<file path="src/rtl/pwm_ao_pkg.sv">
package pwm_ao_pkg;

    localparam int VW = 16;

    typedef logic [VW-1:0] word_t;

    typedef enum logic [7:0] {
        ADR_AO_HI  = 8'hA1,
        ADR_AO_LO  = 8'hA2,
        ADR_EN     = 8'hA3,
        ADR_PER_LO = 8'hA4,
        ADR_PER_HI = 8'hA5,
        ADR_DUT_LO = 8'hA6,
        ADR_DUT_HI = 8'hA7
    } reg_addr_e;

    typedef struct packed {
        logic  en;
        word_t period;
        word_t duty;
        word_t ao;
    } cfg_t;

    localparam word_t AO_NEVER = '1;

    function automatic logic is_reload_addr(input logic [7:0] a);
        return (a == ADR_AO_HI) || (a == ADR_AO_LO) || (a == ADR_EN);
    endfunction

endpackage

</file>
<file path="src/rtl/pwm_ao_regs.sv">
module pwm_ao_regs
    import pwm_ao_pkg::*;
(
    input  logic       clk,
    input  logic       rst,
    input  logic       wr_en,
    input  logic [7:0] wr_addr,
    input  logic [7:0] wr_data,
    input  logic       expire,
    output cfg_t       cfg,
    output logic       per_load,
    output logic       reload
);

    logic [7:0] per_hi_q;
    logic [7:0] dut_hi_q;
    logic       dut_load;

    always_comb begin
        per_load = wr_en && (wr_addr == ADR_PER_LO);
        dut_load = wr_en && (wr_addr == ADR_DUT_LO);
    end

    always_ff @(posedge clk) begin
        if (rst) begin
            cfg      <= '{en: 1'b0, period: '0, duty: '0, ao: AO_NEVER};
            per_hi_q <= '0;
            dut_hi_q <= '0;
            reload   <= 1'b0;
        end else begin
            reload <= wr_en && is_reload_addr(wr_addr);
            if (per_load)
                cfg.period <= {per_hi_q, wr_data};
            if (dut_load)
                cfg.duty <= {dut_hi_q, wr_data};
            if (wr_en) begin
                case (wr_addr)
                    ADR_PER_HI: per_hi_q          <= wr_data;
                    ADR_DUT_HI: dut_hi_q          <= wr_data;
                    ADR_AO_HI:  cfg.ao[VW-1:8]    <= wr_data;
                    ADR_AO_LO:  cfg.ao[7:0]       <= wr_data;
                    default: ;
                endcase
            end
            if (wr_en && (wr_addr == ADR_EN))
                cfg.en <= wr_data[0];
            else if (expire)
                cfg.en <= 1'b0;
        end
    end

endmodule

</file>
<file path="src/rtl/pwm_ao_gen.sv">
module pwm_ao_gen
    import pwm_ao_pkg::*;
(
    input  logic  clk,
    input  logic  rst,
    input  logic  tick,
    input  logic  en,
    input  logic  restart,
    input  word_t period,
    input  word_t duty,
    output word_t cnt,
    output logic  pwm_out
);

    logic at_end;

    always_comb at_end = (cnt >= period - word_t'(1));

    always_ff @(posedge clk) begin
        if (rst || restart || !en)
            cnt <= '0;
        else if (tick && (period != '0))
            cnt <= at_end ? '0 : cnt + word_t'(1);
    end

    always_comb pwm_out = en && (period != '0) && (cnt < duty);

endmodule

</file>
<file path="src/rtl/pwm_ao_timer.sv">
module pwm_ao_timer
    import pwm_ao_pkg::*;
#(
    parameter int TICKS_PER_MS = 8000
) (
    input  logic  clk,
    input  logic  rst,
    input  logic  tick,
    input  logic  en,
    input  logic  reload,
    input  word_t ao_val,
    output logic  expire
);

    localparam int PW = (TICKS_PER_MS > 1) ? $clog2(TICKS_PER_MS) : 1;

    logic  armed;
    logic  ms_step;
    word_t remain;

    always_comb armed = (ao_val != AO_NEVER);

    generate
        if (TICKS_PER_MS > 1) begin : g_pre
            logic [PW-1:0] pre;
            always_ff @(posedge clk) begin
                if (rst || reload)
                    pre <= '0;
                else if (en && armed && tick)
                    pre <= (pre == PW'(TICKS_PER_MS - 1)) ? '0 : pre + PW'(1);
            end
            always_comb ms_step = en && armed && tick && (pre == PW'(TICKS_PER_MS - 1));
        end else begin : g_direct
            always_comb ms_step = en && armed && tick;
        end
    endgenerate

    always_ff @(posedge clk) begin
        if (rst)
            remain <= AO_NEVER;
        else if (reload)
            remain <= ao_val;
        else if (ms_step && (remain != '0))
            remain <= remain - word_t'(1);
    end

    always_comb expire = armed && en && (remain == '0) && !reload;

endmodule

</file>
<file path="src/rtl/pwm_autooff.sv">
module pwm_autooff
    import pwm_ao_pkg::*;
#(
    parameter int TICKS_PER_MS = 8000
) (
    input  logic       clk,
    input  logic       rst,
    input  logic       wr_en,
    input  logic [7:0] wr_addr,
    input  logic [7:0] wr_data,
    input  logic       tick,
    output logic       pwm_out
);

    cfg_t  cfg;
    word_t cnt;
    logic  per_load;
    logic  reload;
    logic  expire;

    pwm_ao_regs u_regs (
        .clk      (clk),
        .rst      (rst),
        .wr_en    (wr_en),
        .wr_addr  (wr_addr),
        .wr_data  (wr_data),
        .expire   (expire),
        .cfg      (cfg),
        .per_load (per_load),
        .reload   (reload)
    );

    pwm_ao_gen u_gen (
        .clk     (clk),
        .rst     (rst),
        .tick    (tick),
        .en      (cfg.en),
        .restart (per_load),
        .period  (cfg.period),
        .duty    (cfg.duty),
        .cnt     (cnt),
        .pwm_out (pwm_out)
    );

    pwm_ao_timer #(.TICKS_PER_MS(TICKS_PER_MS)) u_timer (
        .clk    (clk),
        .rst    (rst),
        .tick   (tick),
        .en     (cfg.en),
        .reload (reload),
        .ao_val (cfg.ao),
        .expire (expire)
    );

endmodule

</file>
<file path="config.mk">
export PLATFORM = sky130hd
export DESIGN_NAME = pwm_autooff
export DESIGN_NICKNAME = d
export VERILOG_FILES = /design/src/rtl/pwm_ao_pkg.sv /design/src/rtl/pwm_ao_regs.sv /design/src/rtl/pwm_ao_gen.sv /design/src/rtl/pwm_ao_timer.sv /design/src/rtl/pwm_autooff.sv
export SDC_FILE = /design/constraint.sdc
export NUM_CORES = 1
export LEC_CHECK = 0
export ABC_AREA = 1
export BUFFER_PORTS_ARGS = -buffer_cell sky130_fd_sc_hd__buf_4
export CAP_MARGIN = 40
export CORE_ASPECT_RATIO = 0.9
export CORE_MARGIN = 1
export CORE_UTILIZATION = 57
export CTS_CLUSTER_DIAMETER = 40
export DETAILED_ROUTE_END_ITERATION = 8
export PLACE_DENSITY = 0.77
export SYNTH_ARGS = -nofsm -noshare
export SYNTH_HDL_FRONTEND = slang
export SYNTH_SLANG_ARGS = --single-unit
</file>
<file path="constraint.sdc">
create_clock -name clk -period 2.52 [get_ports clk]
set_clock_uncertainty 0.1 [all_clocks]
set_input_delay 0.252 -clock clk [delete_from_list [all_inputs] [get_ports clk]]
set_output_delay 0.252 -clock clk [all_outputs]
set_load 0.05 [all_outputs]
</file>
-- Yosys cells after proc, flatten, opt, wreduce, memory -nomap -nowiden
Index checks and enable logic that the tools add are counted.
- $add $sub $neg: 4
- multiply operators: 0
- divide/modulo/power cells: 0
- $lt $le $gt $ge: 2
- eq/ne operators: 9
- shift operators: 0
- multiplexer cells: 6
- bitwise operators: 0
- reduce and logical (&&, ||, !) cells: 29
- operators with widths (cell ; number):
    8-bit == test, second input constant ; 7
    16-bit 2-to-1 mux ; 3
    16-bit nonzero test ; 2
    16-bit by 1-bit subtractor with 16-bit output, second input constant ; 2
    16-bit by 1-bit adder with 16-bit output, second input constant ; 1
    16-bit >= comparator ; 1
    16-bit zero test ; 1
    16-bit < comparator ; 1
    16-bit inequality test, second input constant ; 1
    13-bit by 1-bit adder with 13-bit output, second input constant ; 1
    13-bit == test, second input constant ; 1
    1-bit logical AND ; 13
    13-bit 2-to-1 mux ; 1
    2-bit AND reduction ; 4
    1-bit logical OR ; 5
    2-bit nonzero test ; 2
    1-bit zero test ; 2
    1-bit 2-to-1 mux ; 2
- register bits after elaboration: 111
- bits in latches: 0
- memory bits (writable): 0
- ROM bits: 0
- bits of input ports: 20
- output and inout port bits: 1
- logic and storage cells: 61
- memories kept: 0

-- Longest topological paths before layout
Gate-level depths: netlist of run 1.
- depth after elaboration: 7
- mapped depth: 18
- gate-level depth less buffers: 18

-- By module
A second synthesis of run 1 with hierarchy kept.
- cell total of the unflattened synthesis: 1111
- area, all modules: 7125.6 µm²
- by module, submodules not included (module ; instances ; cells each ; area each (µm²) ; sequential area each (µm²)):
    pwm_ao_regs ; 1 ; 439 ; 2932.8 ; 1321.3
    pwm_ao_timer ; 1 ; 352 ; 2124.5 ; 580.6
    pwm_ao_gen ; 1 ; 320 ; 2068.2 ; 320.3

-- Worst setup path after synthesis of run 1
No wires, ideal clock.
- path kind: register -> register
- from: register u_regs.cfg[32] (netlist name)
- to: register u_gen.cnt[10]
- library setup time: 70 ps
- arrival: 2302 ps
- required time: 2350 ps
- path slack: 48 ps
- cell stages (with the launch flop): 16
- path buffers: 1
- clock period less this slack: 2472 ps
- cell sequence: dfxtp_1 inv_1 ha_1 nand2_2 nor2_4 nand3_1 nor2_1 xor2_1 inv_1 ha_1 nand4_1 a21oi_1 nor2_1 buf_1 nand4_1 a21oi_1
- word-level cells in the longest chain between the ends: 3
- elaborated cells between the ends (all ways): 5
- those cells by class: 1 x add/sub; 1 x order compare; 1 x mux; 2 x reduce/logical
- RTL lines (item ; line ; source):
    16-bit by 1-bit subtractor with 16-bit output ; pwm_ao_gen.sv:17 ; always_comb at_end = (cnt >= period - word_t'(1));
    16-bit >= comparator ; pwm_ao_gen.sv:17 ;
    16-bit 2-to-1 mux ; pwm_ao_gen.sv:23 ; cnt <= at_end ? '0 : cnt + word_t'(1);
    end signal: assignment ; pwm_ao_gen.sv:23 ;
    end: declaration ; pwm_ao_gen.sv:11 ; output word_t cnt,
Several ways; a longest one is shown, not always the timed one.
A chain may end at the register's enable or synchronous reset.

-- Worst setup path after layout of run 1
- from: register u_regs.cfg[36] (netlist name)
- to: register u_gen.cnt[10]
- word-level cells in the longest chain between the ends: 3
- elaborated cells between the ends (all ways): 5
- those cells by class: 1 x add/sub; 1 x order compare; 1 x mux; 2 x reduce/logical
- RTL lines (item ; line):
    16-bit by 1-bit subtractor with 16-bit output ; pwm_ao_gen.sv:17
    16-bit >= comparator ; pwm_ao_gen.sv:17
    16-bit 2-to-1 mux ; pwm_ao_gen.sv:23
Several ways; a longest one is shown, not always the timed one.

==> metrics.md, run 1 <==
| Metric | Value |
|---|---|
| First-pass GRT wire length | `24.5 mm` |
| Leakage power | `3.29 nW` |
| Final wirelength | `15.1 mm` |
| # setup viols final | `1` |
| #FFs+latches synth | `111` |
| Net Count, Synth | `946` |
| Gr usage total | `0.275` |
| CTS Buf Count | `9` |
| Antenna-violating nets left | `0` |
| Fmax | `394 MHz` |
| Cells after synthesis | `891` |
| Drt wl/cell | `14.2 µm` |
| Yosys top cell by area | `dfxtp_1` |
| Arrival time worst endpoint | `2.73 ns` |
| # port buffers | `20` |
| Vias in the first global route | `4,992` |
| Initial antenna violation count | `1` |
| Req. time, crit path | `2.71 ns` |
| Num Clock Sinks | `111` |
| Setup TNS | `-0.0149 ns` |
| Setup WS pre-CTS | `0.0254 ns` |
| Syn Area/Cell | `7.08 µm²` |
| Final Max Slew Viols | `0` |
| Asr flop ratio synth | `0` |
| Clock Path Buffers | `2` |
| Starting Density | `0.583` |
| Worst-Skew Late Latency | `0.37 ns` |
| DR vias | `5,820` |
| Final WS setup | `-0.0149 ns` |
| Syn-to-layout area delta | `12.9%` |
| Vias per cell | `5.46` |
| Mapped cell area | `6300 µm²` |
| Commonest cells after routing, fill and taps aside | `161 x nand2_1, 113 x nor2_1, 107 x dfxtp_1, 98 x inv_1, 79 x a21oi_1` |
| Slew HR | `0.607` |
| RSZ-0062 raised after global routing | `yes` |
| Final instance area | `7120 µm²` |
| Die W | `113 µm` |
| Worst IR drop on VDD | `0.585 mV` |
| Num ports | `21` |
| Top post-synthesis cells by area | `dfxtp_1 35%, nand2_1 9.7%, nor2_1 7.0%, ha_1 6.9%, a21oi_1 6.4%` |
| Final hold violations | `0` |
| Worst r2r path cells | `15` |
| TritonCTS clock tree | `done` |
| Hold_buf cts | `0` |
| Total Power | `3.44 mW` |
| Number of synthesized flops with an enable pin | `0` |
| Core area | `10,800 µm²` |
| Final Core Density | `0.658` |
| Top-area cell type share of the netlist area | `0.352` |
| Hold crit path type | `in2reg` |
| Die area | `11,500 µm²` |
| Setup crit end kind | `flop` |
| Die height | `102 µm` |
| DP HPWL | `11.1 mm` |
| Status | `complete, but fails checks` |
| Sequential share of the synthesized area | `0.352` |
| Number of H-tree levels | `3` |
| Fin crit share | `1.01` |
| Critical path class | `reg2reg` |
| Number of nets in the layout | `982` |
| Clock transition at path regs | `0.08 ns` |
| Most common cell after layout, fill and taps aside | `nand2_1` |
| Max-cap violations | `0` |
| Clock period minus final worst setup slack | `2.53 ns` |
| Area after DPL | `6700 µm²` |
| Setup crit start kind | `flop` |
| Tightest Pin Transition | `0.587 ns` |
| CTS root buf | `clkbuf_16` |
| First-pass DRT Iterations | `7` |
| Finished Layout Cells | `1,066` |
| Failing checks | `setup timing` |
| Power per cell area | `483 nW/µm²` |
| Layout cells sized above 1 | `0.135` |
| Grt ovf | `0` |
| Cell Rows | `36` |
| GPL Wtd Cong | `0.867` |
| DR DRC count | `0` |
| Min Hold Slack | `0.0724 ns` |
| Synth warnings | `0` |
| Iteration-0 DRC Markers | `393` |
| Largest net degree at the start of global routing | `35` |
| Cells after DPL | `1,045` |
| CP max FO | `5` |
| Hold depth | `3` |
| Main synth FF type | `dfxtp_1` |
| Unique masters post-synth | `40` |
sequential cells by signal, summed over array words and instances, names as in the netlist:
register           flops
u_regs.cfg            49
u_gen.cnt             16
u_timer.remain        16
u_timer.g_pre.pre     13
u_regs.dut_hi_q        8
u_regs.per_hi_q        8
u_regs.reload          1
cell usage after synthesis, types with 6 or more instances:
cell type / n
clkbuf_1: 15
xnor2_1: 12
nor3_1: 11
nand3_1: 60
inv_2: 6
xor2_1: 15
o21ai_0: 54
a211oi_1: 13
nor2_2: 9
nor2_1: 117
inv_1: 98
nand4_1: 27
a21oi_1: 81
o211ai_1: 11
nand2_2: 6
nand2_1: 163
ha_1: 35
dfxtp_1: 111
final cells by class:
class | instances | area, µm²
well taps | 133 | 166
multi-input cells | 647 | 3590
flip-flops and latches | 111 | 2230
diodes | 1 | 2.50
clock buffers | 10 | 239
fillers | 960 | 3690
repair buffers | 52 | 398
inverters | 106 | 405
clock inverters | 6 | 83.8
cell families (layout without fill, tap and decap cells):
| logic type | count (synthesis) | count (layout) | synth area share |
|---|---|---|---|
| flops | 111 | 111 | 0.352 |
| xor+xnor | 27 | 27 | 0.0375 |
| compound gates | 167 | 167 | 0.146 |
| fa+ha+maj | 35 | 35 | 0.0695 |
| other cells | 0 | 1 | 0 |
| buf+inv | 133 | 174 | 0.0859 |
| simple gates | 418 | 418 | 0.309 |
routing by layer:
metal	vias to the layer above	global-route usage	wire length [µm]
li1	3018	-	-
met4	0	0.0607	140
met2	162	0.410	6390
met3	13	0.0640	1050
met5	-	0	0
met1	2627	0.404	7510
critical path, stage by stage, from the launching register on:
cell	delay [ns]
dfxtp_4	0.36
nor2_4	0.10
nand2_2	0.06
nor2_4	0.13
nand2_4	0.07
nor2_4	0.12
nand2_2	0.08
nor3_2	0.19
xnor2_1	0.09
ha_1	0.31
a21oi_1	0.13
o21ai_1	0.09
nor2_2	0.20
buf_6	0.15
nand4_1	0.11
a21oi_1	0.15
final timing paths:
check | slack, ns | start | to
worst max-delay path | -0.01 | u_regs.cfg[36] | u_gen.cnt[10]
worst min-delay path | 0.07 | wr_data[2] | u_regs.cfg[18]
worst max register to register | -0.01 | u_regs.cfg[36] | u_gen.cnt[10]
worst min register to register | 0.36 | u_regs.cfg[19] | u_regs.cfg[19]
report_power, final:
part	internal, mW	switching, mW
clock network	0.824	0.726
logic	0.0467	0.0851
registers	1.75	0.00274
timing repair:
item / in CTS / in global routing
gates cloned: 1 / 0
buffers inserted: 1 / 2
endpoints found under the setup margin: 1 / 17
resized for setup: 5 / 19
pin swaps: 3 / 14
Note: power is estimated with default switching activity, not from simulation.
==> run 2: changes to the inputs <==
--- a/config.mk
+++ b/config.mk
@@ -13,7 +13,7 @@
 export CORE_UTILIZATION = 57
 export CTS_CLUSTER_DIAMETER = 40
 export DETAILED_ROUTE_END_ITERATION = 8
-export PLACE_DENSITY = 0.77
+export PLACE_DENSITY_LB_ADDON = 0.3
 export SYNTH_ARGS = -nofsm -noshare
 export SYNTH_HDL_FRONTEND = slang
 export SYNTH_SLANG_ARGS = --single-unit
==> run 2 against run 1 <==
Net effect:
- clock power down 6%
- combinational power about the same
- first-iteration DRC count grew 20%
- largest power group unchanged
- global-route usage rose by 0.25 points
- register-to-register slack gained 0.10 ns
- cell area grew 0.32%
- sequential power hardly changed
- non-clock buffer count down 5
- largest cell class unchanged
- the flow now finishes without violations
- cell count decreased by 0.56%
- critical path type unchanged
- critical endpoint is now u_gen.cnt[2]
==> metrics.md, run 2 (synthesis results as in run 1) <==
| Metric | Value |
|---|---|
| Final instance area | `7140 µm² (was 7120 µm²)` |
| Final hold violations | `0 (unchanged)` |
| Worst Hold End | `u_regs.cfg[22] (was u_regs.cfg[18])` |
| Commonest cells after routing, fill and taps aside | `160 x nand2_1, 113 x nor2_1, 105 x dfxtp_1, 97 x inv_1, 76 x a21oi_1 (was 161 x nand2_1, 113 x nor2_1, 107 x dfxtp_1, 98 x inv_1, 79 x a21oi_1)` |
| Routed length on met2 | `6.61 mm (was 6.39 mm)` |
| Worst-Skew Late Latency | `0.37 ns (about the same)` |
| Num Clock Sinks | `111 (unchanged)` |
| Fin crit share | `0.964 (was 1.01)` |
| First-pass GRT wire length | `24.8 mm (was 24.5 mm)` |
| Antenna-violating nets left | `0 (unchanged)` |
| First-pass DRT Iterations | `5 (was 7)` |
| Hold_buf cts | `0 (unchanged)` |
| Req. time, crit path | `2.72 ns (was 2.71 ns)` |
| Gr usage total | `0.278 (was 0.275)` |
| Vias per cell | `5.50 (was 5.46)` |
| Final Max Slew Viols | `0 (unchanged)` |
| Grt ovf | `0 (unchanged)` |
| Largest Register | `u_regs.cfg (unchanged)` |
| Uppermost layer routed | `met4 (unchanged)` |
| Clock transition at path regs | `0.08 ns (about the same)` |
| Die height | `102 µm (unchanged)` |
| Hold crit path type | `in2reg (unchanged)` |
| Number of H-tree levels | `3 (unchanged)` |
| Met1 WL | `7.49 mm (was 7.51 mm)` |
| Area after DPL | `6660 µm² (was 6700 µm²)` |
| Die W | `113 µm (unchanged)` |
| ANT cells | `0 (was 1)` |
| Cell Rows | `36 (unchanged)` |
| Max reg flops | `49 (unchanged)` |
| # port buffers | `20 (unchanged)` |
| Max-cap violations | `0 (unchanged)` |
| Setup WS pre-CTS | `-0.00462 ns (was 0.0254 ns)` |
| DR vias | `5,831 (was 5,820)` |
| Final WS setup | `0.0895 ns (was -0.0149 ns)` |
| Hold Crit Start | `wr_data[6] (was wr_data[2])` |
| Leakage power | `3.27 nW (was 3.29 nW)` |
| CTS Buf Count | `9 (unchanged)` |
| Drt wl/cell | `14.7 µm (was 14.2 µm)` |
| Setup crit end kind | `flop (unchanged)` |
| Number of nets in the layout | `977 (was 982)` |
| Reg2reg end | `u_gen.cnt[2] (was u_gen.cnt[10])` |
| GPL Wtd Cong | `0.940 (was 0.867)` |
| Final wirelength | `15.6 mm (was 15.1 mm)` |
| Largest net degree at the start of global routing | `52 (was 35)` |
| Hold depth | `3 (unchanged)` |
| DR DRC count | `0 (unchanged)` |
| Critical path class | `reg2reg (unchanged)` |
| Fmax | `411 MHz (was 394 MHz)` |
| Tightest Pin Transition | `0.764 ns (was 0.587 ns)` |
| Clock Path Buffers | `2 (unchanged)` |
| RSZ-0062 raised after global routing | `yes (unchanged)` |
| Die area | `11,500 µm² (unchanged)` |
| Iteration-0 DRC Markers | `470 (was 393)` |
| Starting Density | `0.583 (unchanged)` |
| Num ports | `21 (unchanged)` |
| Routed met3 length | `1.27 mm (was 1.05 mm)` |
| TritonCTS clock tree | `done (unchanged)` |
| Syn-to-layout area delta | `13.3% (was 12.9%)` |
| Slew HR | `0.488 (was 0.607)` |
| Worst IR drop on VDD | `0.468 mV (was 0.585 mV)` |
| Initial antenna violation count | `0 (was 1)` |
| Final Core Density | `0.661 (was 0.658)` |
| Setup crit start kind | `flop (unchanged)` |
| Status | `complete, no violations (was complete, but fails checks)` |
| Vias in the first global route | `5,062 (was 4,992)` |
| Worst r2r path cells | `15 (unchanged)` |
| CTS root buf | `clkbuf_16 (unchanged)` |
| Core area | `10,800 µm² (unchanged)` |
| Layout cells sized above 1 | `0.145 (was 0.135)` |
| # setup viols final | `0 (was 1)` |
| Power per cell area | `468 nW/µm² (was 483 nW/µm²)` |
| Most common cell after layout, fill and taps aside | `nand2_1 (unchanged)` |
| Largest registers | `u_regs.cfg (49), u_gen.cnt (16), u_timer.remain (16) (unchanged)` |
| DP HPWL | `11.2 mm (was 11.1 mm)` |
| CP max FO | `5 (unchanged)` |
| Clock period minus final worst setup slack | `2.43 ns (was 2.53 ns)` |
| Arrival time worst endpoint | `2.63 ns (was 2.73 ns)` |
| Reg2reg setup slack | `0.09 ns (was -0.01 ns)` |
| Total Power | `3.34 mW (was 3.44 mW)` |
| Reg2Reg Launch Point | `u_regs.cfg[35] (was u_regs.cfg[36])` |
-- run 2: changes by cell type in the layout (fill, tap and decap cells not counted), moves of 2 or more --
cell,previous run,this run
ha_1,35,32
a21oi_2,2,5
a21oi_1,79,76
ha_4,0,3
buf_4,50,44
dfxtp_2,3,5
dfxtp_1,107,105
nand3_1,60,58
-- run 2: layout make-up --
cell class / count / area, µm²
inverters: 106 / 408
clock inverters: 6 / 66.3
clock buffers: 10 / 239
fillers: 954 / 3670
repair buffers: 47 / 364
well taps: 133 / 166
flip-flops and latches: 111 / 2230
multi-input cells: 647 / 3660
-- run 2: worst max-delay path, cell delays in order (launching register included) --
cell and delay [ns]:
dfxtp_2 0.34, nor2_2 0.12, nand2_2 0.08, nor2_4 0.10, nand2_2 0.08, nor2_4 0.12
nand2_2 0.08, nor3_2 0.14, xnor2_1 0.12, ha_1 0.33, a21oi_2 0.14, o21ai_1 0.07
nor2_2 0.13, buf_4 0.17, nand4_1 0.11, a21oi_2 0.13
-- run 2: repair_timing --
item	in CTS	in global routing
setup buffers	0	3
resized for setup	2	38
pin swaps	0	12
cloned	0	1
setup endpoints to repair	9	17
hold endpoints to repair	0	0
-- run 2: where the power goes --
part / leakage [nW] / switching, mW / total [mW] / internal [mW]
registers: 0.899 / 0.00270 / 1.76 / 1.75
logic: 2.23 / 0.0865 / 0.133 / 0.0462
clock network: 0.145 / 0.733 / 1.46 / 0.723
total: 3.27 / 0.822 / 3.34 / 2.52
-- run 2: layer usage --
metal | track usage | vias to the layer above
met4 | 0.0719 | 0
li1 | - | 3009
met3 | 0.0862 | 26
met5 | 0 | -
met2 | 0.408 | 179
met1 | 0.395 | 2617
-- run 2: how the worst max path moves through the flow --
stage,startpoint,end,slack [ns],depth (start not counted)
after floorplan,u_regs.cfg[32],u_gen.cnt[10],0.05,15
after global placement,u_regs.cfg[33],u_gen.cnt[5],0.06,15
after detailed placement,u_regs.cfg[33],u_gen.cnt[0],-0.005,15
after CTS,u_regs.cfg[32],u_gen.cnt[9],0.002,15
after global routing,u_regs.cfg[35],u_gen.cnt[2],-0.09,16
final,u_regs.cfg[35],u_gen.cnt[2],0.09,15
-- run 2: metrics by stage --
stage | TNS (ns) | cells | hold WS [ns]
global route | -0.833 | 1060 | 0.110
finish | 0 | 1060 | 0.0713
CTS | 0 | 1056 | 0.0605
global placement | 0 | 1040 | 0.342
floorplan | 0 | 891 | 0.324
detailed placement | -0.00462 | 1040 | 0.350
